### src/rtl/host_regport.sv
module host_regport #(
  parameter int NREG = 37,
  parameter int DW   = 8,
  parameter int IW   = 6
) (
  input  logic               clk,
  input  logic               rst_n,
  input  logic               cs_n,
  input  logic               rd_n,
  input  logic               wr_n,
  input  logic [1:0]         addr,
  input  logic [DW-1:0]      din,
  output logic [DW-1:0]      dout,
  input  logic [DW-1:0]      status_in,
  input  logic [DW-1:0]      cap_data,
  output logic               status_clr,
  output logic [DW-1:0]      play_data,
  output logic               play_wr,
  output logic               cap_rd,
  output logic [NREG*DW-1:0] ctrl_flat
);
  localparam logic [IW-1:0] LAST = IW'(NREG - 1);

  logic [2:0] s1, s2;
  logic wr_act, rd_act, wr_act_q, rd_act_q, wr_fire, rd_fire;
  logic [1:0] haddr;
  logic [DW-1:0] hdat;
  logic [IW-1:0] idx;
  logic [DW-1:0] regs [NREG];
  logic idx_ok;

  always_ff @(posedge clk or negedge rst_n)
    if (!rst_n) begin
      s1 <= 3'b111;
      s2 <= 3'b111;
    end else begin
      s1 <= {cs_n, wr_n, rd_n};
      s2 <= s1;
    end

  assign wr_act  = ~s2[2] & ~s2[1];
  assign rd_act  = ~s2[2] & ~s2[0];
  assign wr_fire = wr_act_q & ~wr_act;
  assign rd_fire = rd_act_q & ~rd_act;
  assign idx_ok  = idx <= LAST;

  always_ff @(posedge clk or negedge rst_n)
    if (!rst_n) begin
      wr_act_q <= 1'b0;
      rd_act_q <= 1'b0;
      haddr    <= '0;
      hdat     <= '0;
    end else begin
      wr_act_q <= wr_act;
      rd_act_q <= rd_act;
      if (wr_act || rd_act) begin
        haddr <= addr;
        hdat  <= din;
      end
    end

  always_ff @(posedge clk or negedge rst_n)
    if (!rst_n) begin
      idx        <= '0;
      play_data  <= '0;
      play_wr    <= 1'b0;
      status_clr <= 1'b0;
      cap_rd     <= 1'b0;
      for (int i = 0; i < NREG; i++) regs[i] <= '0;
    end else begin
      play_wr    <= wr_fire && haddr == 2'd3;
      status_clr <= wr_fire && haddr == 2'd2;
      cap_rd     <= rd_fire && haddr == 2'd3;
      if (wr_fire) begin
        case (haddr)
          2'd0: idx <= hdat[IW-1:0];
          2'd1: if (idx_ok) regs[idx] <= hdat;
          2'd3: play_data <= hdat;
          default: ;
        endcase
      end
    end

  always_comb begin
    dout = '0;
    case (addr)
      2'd0: dout = DW'(idx);
      2'd1: if (idx_ok) dout = regs[idx];
      2'd2: dout = status_in;
      2'd3: dout = cap_data;
    endcase
  end

  for (genvar g = 0; g < NREG; g++) begin : g_flat
    assign ctrl_flat[g*DW +: DW] = regs[g];
  end

  assert_play_pulse_R6: assert property (@(posedge clk) disable iff (!rst_n)
    play_wr |=> !play_wr);
  assert_cap_pulse_R6: assert property (@(posedge clk) disable iff (!rst_n)
    cap_rd |=> !cap_rd);
  assert_clr_pulse_R5: assert property (@(posedge clk) disable iff (!rst_n)
    status_clr |=> !status_clr);
  assert_bank_hold_R4: assert property (@(posedge clk) disable iff (!rst_n)
    (idx > LAST) |=> $stable(ctrl_flat));
  assert_clr_keeps_state_R5: assert property (@(posedge clk) disable iff (!rst_n)
    status_clr |-> $stable(ctrl_flat) && $stable(play_data) && $stable(idx));
  assert_idx_source_R2: assert property (@(posedge clk) disable iff (!rst_n)
    (idx != $past(idx)) |-> $past(wr_fire));
endmodule

### config.mk
export PLATFORM = sky130hd
export DESIGN_NAME = host_regport
export DESIGN_NICKNAME = d
export VERILOG_FILES = /design/src/rtl/host_regport.sv
export SDC_FILE = /design/constraint.sdc
export NUM_CORES = 1
export LEC_CHECK = 0
export BUFFER_PORTS_ARGS = -buffer_cell sky130_fd_sc_hd__clkbuf_2
export CAP_MARGIN = 25
export CORE_MARGIN = 1.5
export CORE_UTILIZATION = 54
export CTS_CLUSTER_SIZE = 10
export DETAILED_ROUTE_END_ITERATION = 7
export HOLD_SLACK_MARGIN = 0.15
export PLACE_DENSITY = 0.81
export SLEW_MARGIN = 20
export SYNTH_ARGS = -nofsm -noshare
export SYNTH_HDL_FRONTEND = slang
export SYNTH_SLANG_ARGS = --single-unit
### constraint.sdc
create_clock -name clk -period 3.2 [get_ports clk]
set_input_delay 0.16 -clock clk [delete_from_list [all_inputs] [get_ports clk]]
set_output_delay 0.16 -clock clk [all_outputs]
set_load 0.03 [all_outputs]
== After elaboration in Yosys (flattened, before gate mapping) ==
Cells that the tools add are included.

* Output and inout bits: 315
* Register bits: 331
* Word-level logic and storage cells: 85
* Input bits: 31

* Magnitude comparators: 3
* Multiplexer cells: 8
* Bitwise gates (word level): 10
* Equal/unequal tests: 6
* Reduce and logical (&&, ||, !) cells: 10

{| class="wikitable"
|+ Operators by type and width
! cell !! count
|-
| $bwmux 296 || 1
|-
| $bmux 8 s6 || 1
|-
| $demux 8 s6 || 1
|-
| $mux 8 || 4
|-
| $pmux 8 s4 || 1
|-
| $eq 2x2->1 const B || 4
|-
| $ge 7x7->1 const B || 1
|-
| $lt 7x1->1 const B || 1
|-
| $not 6->7 || 1
|-
| $le 6x6->1 const B || 1
|-
| $not 1->1 || 5
|-
| $and 1x1->1 || 4
|-
| $eq 2x1->1 const B || 2
|-
| $logic_and 1x1->1 || 4
|-
| $logic_not 2->1 || 2
|-
| $reduce_and 2->1 || 2
|-
| $reduce_and 3->1 || 1
|-
| $logic_or 1x1->1 || 1
|}

== Logic depth before layout (Yosys ltp) ==
Gate-level depths: netlist (run 1).

* Depth in word-level cells: 6
* Depth in mapped cells: 10
* Mapped depth without buffers: 5

== Worst setup path after synthesis (run 1) ==
Ideal clock, no wire load.

* Kind: flip-flop to output port
* From: reg idx[0]
* To: out dout[0]
* Slack: 0.645 ns
* Path buffers: 3
* Arrival time: 2.395 ns
* Cell stages (with the launch flop): 9
* Required time: 3.040 ns
* Path through: dfrtp_1 buf_2 buf_2 nor3b_1 clkbuf_1 a22oi_1 a21oi_1 a2111oi_0 o21ai_0

* Cells in the longest elaborated chain, start to end: 6
* Elaborated cells between the ends (all ways): 7

{| class="wikitable"
|+ Ends and longest elaborated chain
! what !! RTL line !! source
|-
| start, declared || 28 || <nowiki>logic [IW-1:0] idx;</nowiki>
|-
| start signal, assigned || 76 || <nowiki>2'd0: idx <= hdat[IW-1:0];</nowiki>
|-
| $not 6->7 (implied by the code) || 88 || <nowiki>2'd1: if (idx_ok) dout = regs[idx];</nowiki>
|-
| $bmux 8 s6 || 88 ||
|-
| $mux 8 (implied by the code) (2 in a row) || 88 ||
|-
| $mux 8 || 88 ||
|-
| $pmux 8 s4 (*) || 86 || <nowiki>case (addr)</nowiki>
|-
| end, declared || 13 || <nowiki>output logic [DW-1:0] dout,</nowiki>
|}

Every way passes the cells marked *; elsewhere a longest branch is shown, timed or not. The select of a mux whose other input is x is not followed.

== Worst setup path in the final report (run 1) ==
* From: reg idx[1]
* To: out dout[1]

The elaborated chain is that of the path after synthesis.

==> key figures, run 1 <==
Yosys
  • Top_reg_cell synth: dfrtp_1
  • Mapped Area: ~15000 um^2
  • FF+latch count, synth: roughly 330
  • Synth area leaders: dfrtp_1, mux2_2, mux4_2
  • Syn Inst Count: ~1.1k
  • Syn nets: between 1k and 1.5k
  • Number of synthesized flops with an enable pin: 0
  • Syn Area/Cell: about 13 um^2
  • Post-synthesis sequential area ratio: 54.4%
  • Yosys Warn Count: 0
  • Yosys cell types: just under 60
  • Synth top area share: between 50 and 60%
  • Top cell type by total area after synthesis: dfrtp_1
  • FFs w/ async S/R, synth: 100%

Cells and area
  • Layout cells sized above 1: between 50 and 60%
  • Post-route cell area: 18900 um^2
  • Area Growth Syn to Fin: 23.9%
  • NumNets Final: around 1.5k

Timing
  • Period minus WS final: ~3.2 ns
  • Fin. Hold Viols: 0
  • Setup Skew: around 0.012 ns
  • Setup violators final: 2
  • Worst setup margin: -0.0334 ns
  • Crit share post-route: 101%
  • RSZ-0062 raised after global routing: yes
  • Max Fclk: between 300 and 400 MHz
  • Worst-margin pin slew: between 0.9 and 1 ns
  • Slew headroom: between 30% and 40%
  • Total Neg Setup Slack: -0.0414 ns
  • Pins Over Slew Limit: 0

Pwr
  • VDD IR max: approximately 0.46 mV
  • Leak: roughly 10 nW
  • Total power: between 10 and 15 mW
  • PwrDens: 714 nW/um^2

Place
  • RePlAce Congestion: 0.981
  • Placed cell areas: roughly 18000 um^2
  • HPWL after DPL: 37200 um
  • Port bufs: approximately 350

Clock network
  • CTS tree: done
  • Later-pin clock latency in the skew report: around 0.54 ns
  • CTS Root Cell: clkbuf_16
  • CTS Buffer Depth: 3
  • Inserted Clock Buffers: 39
  • Clk pin slew, worst setup/hold paths: 0.06 ns
  • TritonCTS Sinks: between 300 and 400
  • H-tree levels: 2

Hold path
  • Class of the worst hold path: in -> reg
  • Hold Startpoint: addr[1]

Worst setup path
  • Critical-path cell list: nor2b_2 > a221o_1 > a222oi_1 > o22ai_1 > o31a_1 > clkbuf_2
  • FF-to-FF Start: idx[1]
  • Kind of critical path: reg -> out
  • CP Launch Type: register
  • Arr. time, crit path: around 3.1 ns
  • CP max FO: 28
  • Crit path capture type: primary output
  • Slowest CP cell: dfrtp_4
  • Max incr delay on CP: about 0.62 ns
  • Crit path launch: idx[1]
  • Critical Path RT: 3.04 ns

Routing
  • Residual DRC count: 0
  • Vias after detailed routing: around 12k
  • Final wirelength: between 50000 and 60000 um
  • DRT iter0 DRCs: about 1.3k
  • Drt first pass iters: 6
  • ANT nets after route: 0
  • Via/cell ratio: 6.39
  • Mean routed wirelength per cell: roughly 28 um

Job
  • Max Cap Violations: 0

GRT
  • Grt total ovfl: 0
  • Global Route Usage Sum: roughly 37%
  • Pin count of the biggest net entering global routing: 109
  • Initial antenna violation count: 1
  • Vias in the first global route: approximately 12k
  • First-pass GRT wire length: between 70000 and 80000 um

Status
  • Failing checks: negative setup slack
  • Outcome: complete, but fails checks

Die
  • Die Wd: around 170 um
  • Top-Level Pins: about 350
  • Die Ht: roughly 170 um
  • Starting Density: 54.9%
  • Core Area: 27800 um^2
  • Die ar.: ~29000 um^2
  • Standard-cell row count: 61
layout by cell type (no fill, tap or decap), drive strengths merged, types with 4 or more instances in the layout:
cell	synthesis	routed
clkbuf	58	394
mux2	341	341
dfrtp	325	325
nand2	74	74
buf	30	60
a22oi	34	34
mux2i	32	32
a221oi	29	29
nor2	24	24
mux4	20	20
o21ai	20	20
a21oi	17	17
o22ai	14	14
dlygate4sd3	0	12
nand3	10	10
inv	7	8
nor3b	8	8
nor3	8	8
nor2b	7	7
a22o	6	6
a31oi	6	6
dfstp	6	6
and2	6	6
a221o	5	5
and3	4	4
clkinv	1	4
through the flow:
step	worst slack, ns	hold slack [ns]	instances	utilization [%]
floorplan	0.645	-0.136	1136	-
global placement	0.290	0.251	1823	63.2
detailed placement	0.289	0.251	1823	63.2
CTS	0.0199	0.242	1896	67.8
global route	-0.0463	0.269	1897	68.0
finish	-0.0334	0.246	1897	68.0
cell type report:
cell class | instances | area (um^2)
clock inverter | 4 | 35.0
timing repair buffer | 416 | 2390
tap | 378 | 473
inverter | 8 | 30.0
antenna | 1 | 2.50
sequential | 331 | 8300
multi-input combinational | 709 | 6610
clock buffer | 50 | 1040
fill | 2049 | 8900
registers in the layout, indices dropped and copies added (netlist names), 2 cells and up:
register   flops
play_data      8
idx            6
s2             3
ctrl_flat    296
s1             3
hdat           8
haddr          2
routing by layer:
layer  routed length (um)  track usage (%)  share of wire (%)
met1                21000             49.1                 39
met2                24900             56.7                 47
met3                 5350             9.11                 10
met4                 2110             15.7                3.9
met5                    0                0                  0
synth_stat cells (all sizes together), types with 7 or more instances:
library cell,count
mux2,341
dfrtp,325
nand2,74
clkbuf,58
a22oi,34
mux2i,32
buf,30
a221oi,29
nor2,24
mux4,20
o21ai,20
a21oi,17
o22ai,14
nand3,10
nor3,8
nor3b,8
inv,7
nor2b,7
report_power, final:
group          switching (mW)  total [mW]  internal, mW
combinational            2.80        4.29          1.49
sequential              0.611        5.25          4.64
clock                    1.68        3.94          2.26
critical path: cells and delay by family, from the launching register on:
kind            cells  cell delay, ns
simple gates        1            0.30
flops               1            0.62
compound gates      4            1.40
buf+inv             1            0.21
path summary, 6_finish.rpt:
check                                      end  slack, ns  depth (start not counted)
worst min-delay path                  haddr[1]       0.25                          2
max in group asynchronous              hdat[0]       1.91                          3
worst min register to register           s2[2]       0.35                          0
min in group asynchronous       ctrl_flat[278]       0.30                          2
worst max-delay path                   dout[1]      -0.03                          6
worst max register to register   ctrl_flat[18]       0.28                          6
cells by family after synthesis:
logic type      after synthesis  synth area share [%]
flops                       331                  54.4
buf+inv                      96                  2.59
compound gates              157                  7.50
simple gates                159                  5.25
mux                         393                  30.3
timing repair:
action / in CTS / in global routing
hold buffers: 12 / 0
pin swaps: 2 / 2
gates resized for setup: 4 / 10
setup buffers: 7 / 0
endpoints found under the setup margin: 8 / 7
hold endpoints to repair: 108 / 0
Power figures use the tool's default switching activity.
==> run 2, diff against run 1 <==
CTS_BUF_LIST = sky130_fd_sc_hd__clkbuf_16   (was unset)
==> key figures, run 2 (synthesis results as in run 1) <==
Status
  • Outcome: complete, but fails checks
  • Failing checks: negative setup slack

Worst setup path
  • Max incr delay on CP: 0.60 ns
  • Reg2reg end: ctrl_flat[18]
  • Worst Reg-to-Reg Cells: 6
  • Critical-path cell list: nor2b_1 > buf_4 > a221o_1 > a222oi_1 > o22ai_1 > o31a_1 > clkbuf_2
  • Crit path capture type: primary output
  • Delay-heaviest family, CP: compound AO/OA/AOI/OAI gates
  • Slowest CP cell: dfrtp_4
  • Crit path buf inv count: 2
  • R2R Setup Slk: between 0.2 and 0.3 ns
  • CP Launch Type: register
  • Arr. time, crit path: 3.07 ns
  • Critical Path RT: 3.04 ns
  • CP max FO: 12
  • FF-to-FF Start: idx[1]
  • Kind of critical path: reg -> out

GRT
  • First-pass GRT wire length: between 70000 and 80000 um
  • Met1 global-route usage: roughly half
  • Grt total ovfl: 0
  • Global Route Usage Sum: 36.6%
  • Initial antenna violation count: 1
  • Vias in the first global route: 11.9k
  • M2 GR Usage: 56.7%
  • Met3 usage: under 10%
  • Pin count of the biggest net entering global routing: roughly 110
  • GRT busiest layer: met2

Die
  • Top-Level Pins: between 300 and 400
  • Die ar.: just under 30000 um^2
  • Standard-cell row count: between 60 and 70
  • Core Area: 27800 um^2
  • Die Wd: 171 um
  • Die Ht: approximately 170 um
  • Starting Density: 54.9%

Place
  • HPWL after DPL: 37200 um
  • Placed Cells: 1823
  • Port bufs: 345
  • RePlAce Congestion: slightly below 1
  • Pre-CTS WS: about 0.29 ns

Timing
  • Period minus WS final: roughly 3.2 ns
  • Crit share post-route: 101%
  • Worst hold slack: between 0.2 and 0.3 ns
  • Slew headroom: about two fifths
  • Worst setup margin: -0.0274 ns
  • Pins Over Slew Limit: 0
  • Fin. Hold Viols: 0
  • RSZ-0062 raised after global routing: yes
  • Max Fclk: about 310 MHz
  • Setup violators final: 2
  • Worst-margin pin slew: about 0.92 ns
  • Setup Skew: ~0.012 ns

Pwr
  • Leak: approximately 9.8 nW
  • Total power: ~13 mW
  • VDD IR max: about 0.46 mV
  • PwrDens: 712 nW/um^2

Cells and area
  • Leading cell types in the layout, fill and taps excluded: clkbuf_2, mux2_2, dfrtp_1
  • Layout cells sized above 1: a little over half
  • Max reg flops: approximately 300
  • Area Growth Syn to Fin: 23.9%
  • Most common cell after layout, fill and taps aside: clkbuf_2
  • Final Non-Filler Cells: between 1.5k and 2k
  • NumNets Final: 1536

Clock network
  • CTS Buffer Depth: 3
  • H-tree levels: 2
  • TritonCTS Sinks: approximately 330
  • Clk pin slew, worst setup/hold paths: around 0.060 ns
  • CTS Root Cell: clkbuf_16
  • CTS tree: done
  • Later-pin clock latency in the skew report: ~0.53 ns
  • Inserted Clock Buffers: 39

Job
  • Max Cap Violations: 0

Routing
  • ANT nets after route: 0
  • Drt first pass iters: 5
  • Mean routed wirelength per cell: 28.1 um
  • Final wirelength: about 53000 um
  • DRT iter0 DRCs: 1247
  • Via/cell ratio: between 6 and 7
  • Residual DRC count: 0
  • Vias after detailed routing: ~12k

Hold path
  • Hold Startpoint: addr[1]
  • Class of the worst hold path: in -> reg
  • Hold endpoint: haddr[1]
  • Cell depth of the worst min-delay path: 2
[run 2: how the worst max path moves through the flow]
stage | to | cells after the start | start | slack [ns]
after floorplan | dout[0] | 8 | idx[0] | 0.65
after global placement | dout[1] | 6 | idx[2] | 0.29
after detailed placement | dout[1] | 6 | idx[2] | 0.29
after CTS | dout[1] | 8 | idx[0] | 0.02
after global routing | dout[1] | 7 | idx[0] | -0.05
final | dout[1] | 7 | idx[2] | -0.03
[run 2: worst reg2reg max path: stages (launching register included)]
cell	delay, ns
dfrtp_4	0.63
buf_4	0.24
o21a_1	0.20
o21a_1	0.32
nor4_4	0.52
and2_1	0.50
mux2_2	0.40
[run 2: layout make-up]
type | count | area, um^2
clock buffers | 40 | 1000
inverters | 8 | 30.0
well taps | 378 | 473
repair buffers | 416 | 2390
flip-flops and latches | 331 | 8300
fillers | 2049 | 8900
multi-input cells | 709 | 6610
clock inverters | 14 | 72.6
diodes | 1 | 2.50
[run 2: layer usage]
metal	up-vias	routed length [um]
met5	-	0
met4	0	2260
met3	150	5550
met2	852	24800
met1	6218	20800
li1	4982	-
[run 2: metrics by stage]
step	TNS, ns	cell area [um^2]	util (%)
after floorplan	0	15200	-
after global placement	0	17600	63.2
after detailed placement	0	17600	63.2
after CTS	0	18800	67.8
after global routing	-0.111	18900	68.0
final	-0.0355	18900	68.0
[run 2: timing repair]
action,in CTS,in global routing
setup buffers,7,0
pin swaps,2,2
resized for setup,4,10
hold buffers,12,0
setup endpoints to repair,8,7
endpoints found under the hold margin,108,0
[run 2: power breakdown]
| part | internal (mW) | switching [mW] | total [mW] |
|---|---|---|---|
| Combinational | 1.49 | 2.81 | 4.29 |
| Sequential | 4.64 | 0.612 | 5.25 |
| Clock | 2.22 | 1.68 | 3.90 |
| Total | 8.35 | 5.10 | 13.4 |
==> run 3, diff against run 2 <==
clock period = 3.4 ns   (was 3.2 ns; I/O delays follow)
==> key figures, run 3 (synthesis results as in run 1) <==
Cells and area
  • Most common cell after layout, fill and taps aside: clkbuf_2
  • Final Util: ~68%
  • Area Growth Syn to Fin: 23.4%
  • NumNets Final: about 1.5k
  • Max reg flops: approximately 300
  • Layout cells sized above 1: between 50% and 60%
  • Leading cell types in the layout, fill and taps excluded: clkbuf_2, mux2_2, dfrtp_1

Die
  • Core Area: roughly 28000 um^2
  • Top-Level Pins: approximately 350
  • Die Ht: roughly 170 um
  • Die Wd: around 170 um
  • Die ar.: between 20000 and 30000 um^2
  • Starting Density: between 50% and 60%
  • Standard-cell row count: between 60 and 70

Place
  • HPWL after DPL: between 30000 and 40000 um
  • RePlAce Congestion: a little under 1
  • Port bufs: between 300 and 400
  • Pre-CTS WS: between 0.5 and 0.6 ns

Timing
  • Pins Over Slew Limit: 0
  • Worst setup margin: ~0.084 ns
  • RSZ-0062 raised after global routing: no
  • Crit share post-route: a little over nine tenths
  • Slew headroom: between 30% and 40%
  • Max Fclk: 302 MHz
  • Period minus WS final: about 3.3 ns
  • Worst hold slack: between 0.2 and 0.3 ns
  • Total Neg Setup Slack: 0 ns
  • Worst-margin pin slew: ~1.0 ns
  • Fin. Hold Viols: 0
  • Setup violators final: 0
  • Setup Skew: between 0.01 and 0.015 ns

GRT
  • Initial antenna violation count: 1
  • Global Route Usage Sum: about 37%
  • First-pass GRT wire length: just under 80000 um
  • Pin count of the biggest net entering global routing: between 100 and 150
  • Grt total ovfl: 0
  • Vias in the first global route: approximately 12k

Clock network
  • Later-pin clock latency in the skew report: roughly 0.53 ns
  • Inserted Clock Buffers: 39
  • CTS Buffer Depth: 3
  • TritonCTS Sinks: 331
  • Clk pin slew, worst setup/hold paths: about 0.06 ns
  • CTS tree: done
  • CTS Root Cell: clkbuf_16
  • H-tree levels: 2

Worst setup path
  • Crit path capture type: primary output
  • Kind of critical path: reg -> out
  • CP Launch Type: register
  • CP max FO: 22
  • Arr. time, crit path: roughly 3.2 ns
  • R2R Setup Slk: roughly 0.4 ns
  • Critical Path RT: approximately 3.2 ns

Pwr
  • PwrDens: roughly 670 nW/um^2
  • VDD IR max: about 0.36 mV
  • Leak: ~9.8 nW

Routing
  • Residual DRC count: 0
  • Final wirelength: 53800 um
  • Mean routed wirelength per cell: ~28 um
  • DRT iter0 DRCs: between 1k and 1.5k
  • ANT nets after route: 0
  • Drt first pass iters: 5
  • Via/cell ratio: between 6 and 7
  • Vias after detailed routing: between 10k and 15k

Job
  • Max Cap Violations: 0

Hold path
  • Class of the worst hold path: in -> async

Status
  • Outcome: finished, final reports clean
run 3: changes by cell type in the layout (fill, tap and decap cells not counted), sizes merged:
cell	previous run	this run
buf	60	54
clkbuf	384	385
clkinv	4	3
inv	18	23
run 3: routing by layer:
layer | vias to the layer above | GRT usage (%) | wire, um
li1 | 4947 | - | -
met1 | 6299 | 48.3 | 20700
met2 | 849 | 57.3 | 25000
met3 | 160 | 9.99 | 5790
met4 | 0 | 15.5 | 2320
met5 | - | 0 | 0
run 3: final cells by class:
| class | count | area [um^2] |
|---|---|---|
| clock inverter | 18 | 68.8 |
| tap | 378 | 473 |
| fill | 2081 | 8980 |
| multi-input combinational | 709 | 6580 |
| sequential | 331 | 8310 |
| antenna | 1 | 2.50 |
| timing repair buffer | 410 | 2320 |
| inverter | 8 | 30.0 |
| clock buffer | 41 | 1030 |
run 3: worst max-delay path: stages (launching register included):
cell      delay, ns
dfrtp_4        0.67
buf_4          0.28
mux4_2         0.52
o21ai_0        0.31
nor4bb_1       0.40
a21oi_1        0.21
clkbuf_2       0.23
run 3: metrics by stage:
stage / cells / cell area (um^2) / power, mW
final: 1896 / 18800 / 12.5
after global routing: 1895 / 18800 / 12.9
after CTS: 1893 / 18800 / 12.4
after detailed placement: 1822 / 17500 / 8.72
after global placement: 1822 / 17500 / 8.65
after floorplan: 1136 / 15200 / 7.22
run 3: power by group:
part | switching (mW) | internal (mW) | leakage (nW)
sequential | 0.682 | 4.37 | 4.52
combinational | 2.48 | 1.34 | 4.65
clock | 1.53 | 2.13 | 0.596
run 3: path summary, 6_finish.rpt:
kind	from	to	cells past startpoint
max	idx[0]	dout[4]	6
min	rst_n	ctrl_flat[279]	2
max reg2reg	idx[0]	ctrl_flat[22]	6
min reg2reg	s1[0]	s2[0]	0
max in group asynchronous	rst_n	hdat[4]	3
min in group clk	addr[1]	haddr[1]	2
run 3: what timing repair did:
item | 4_1_cts | 5_1_grt
hold endpoints to repair | 105 | 0
resized for setup | 1 | 4
cloned | 0 | 0
hold buffers | 12 | 0
setup buffers | 0 | 2
endpoints found under the setup margin | 2 | 7
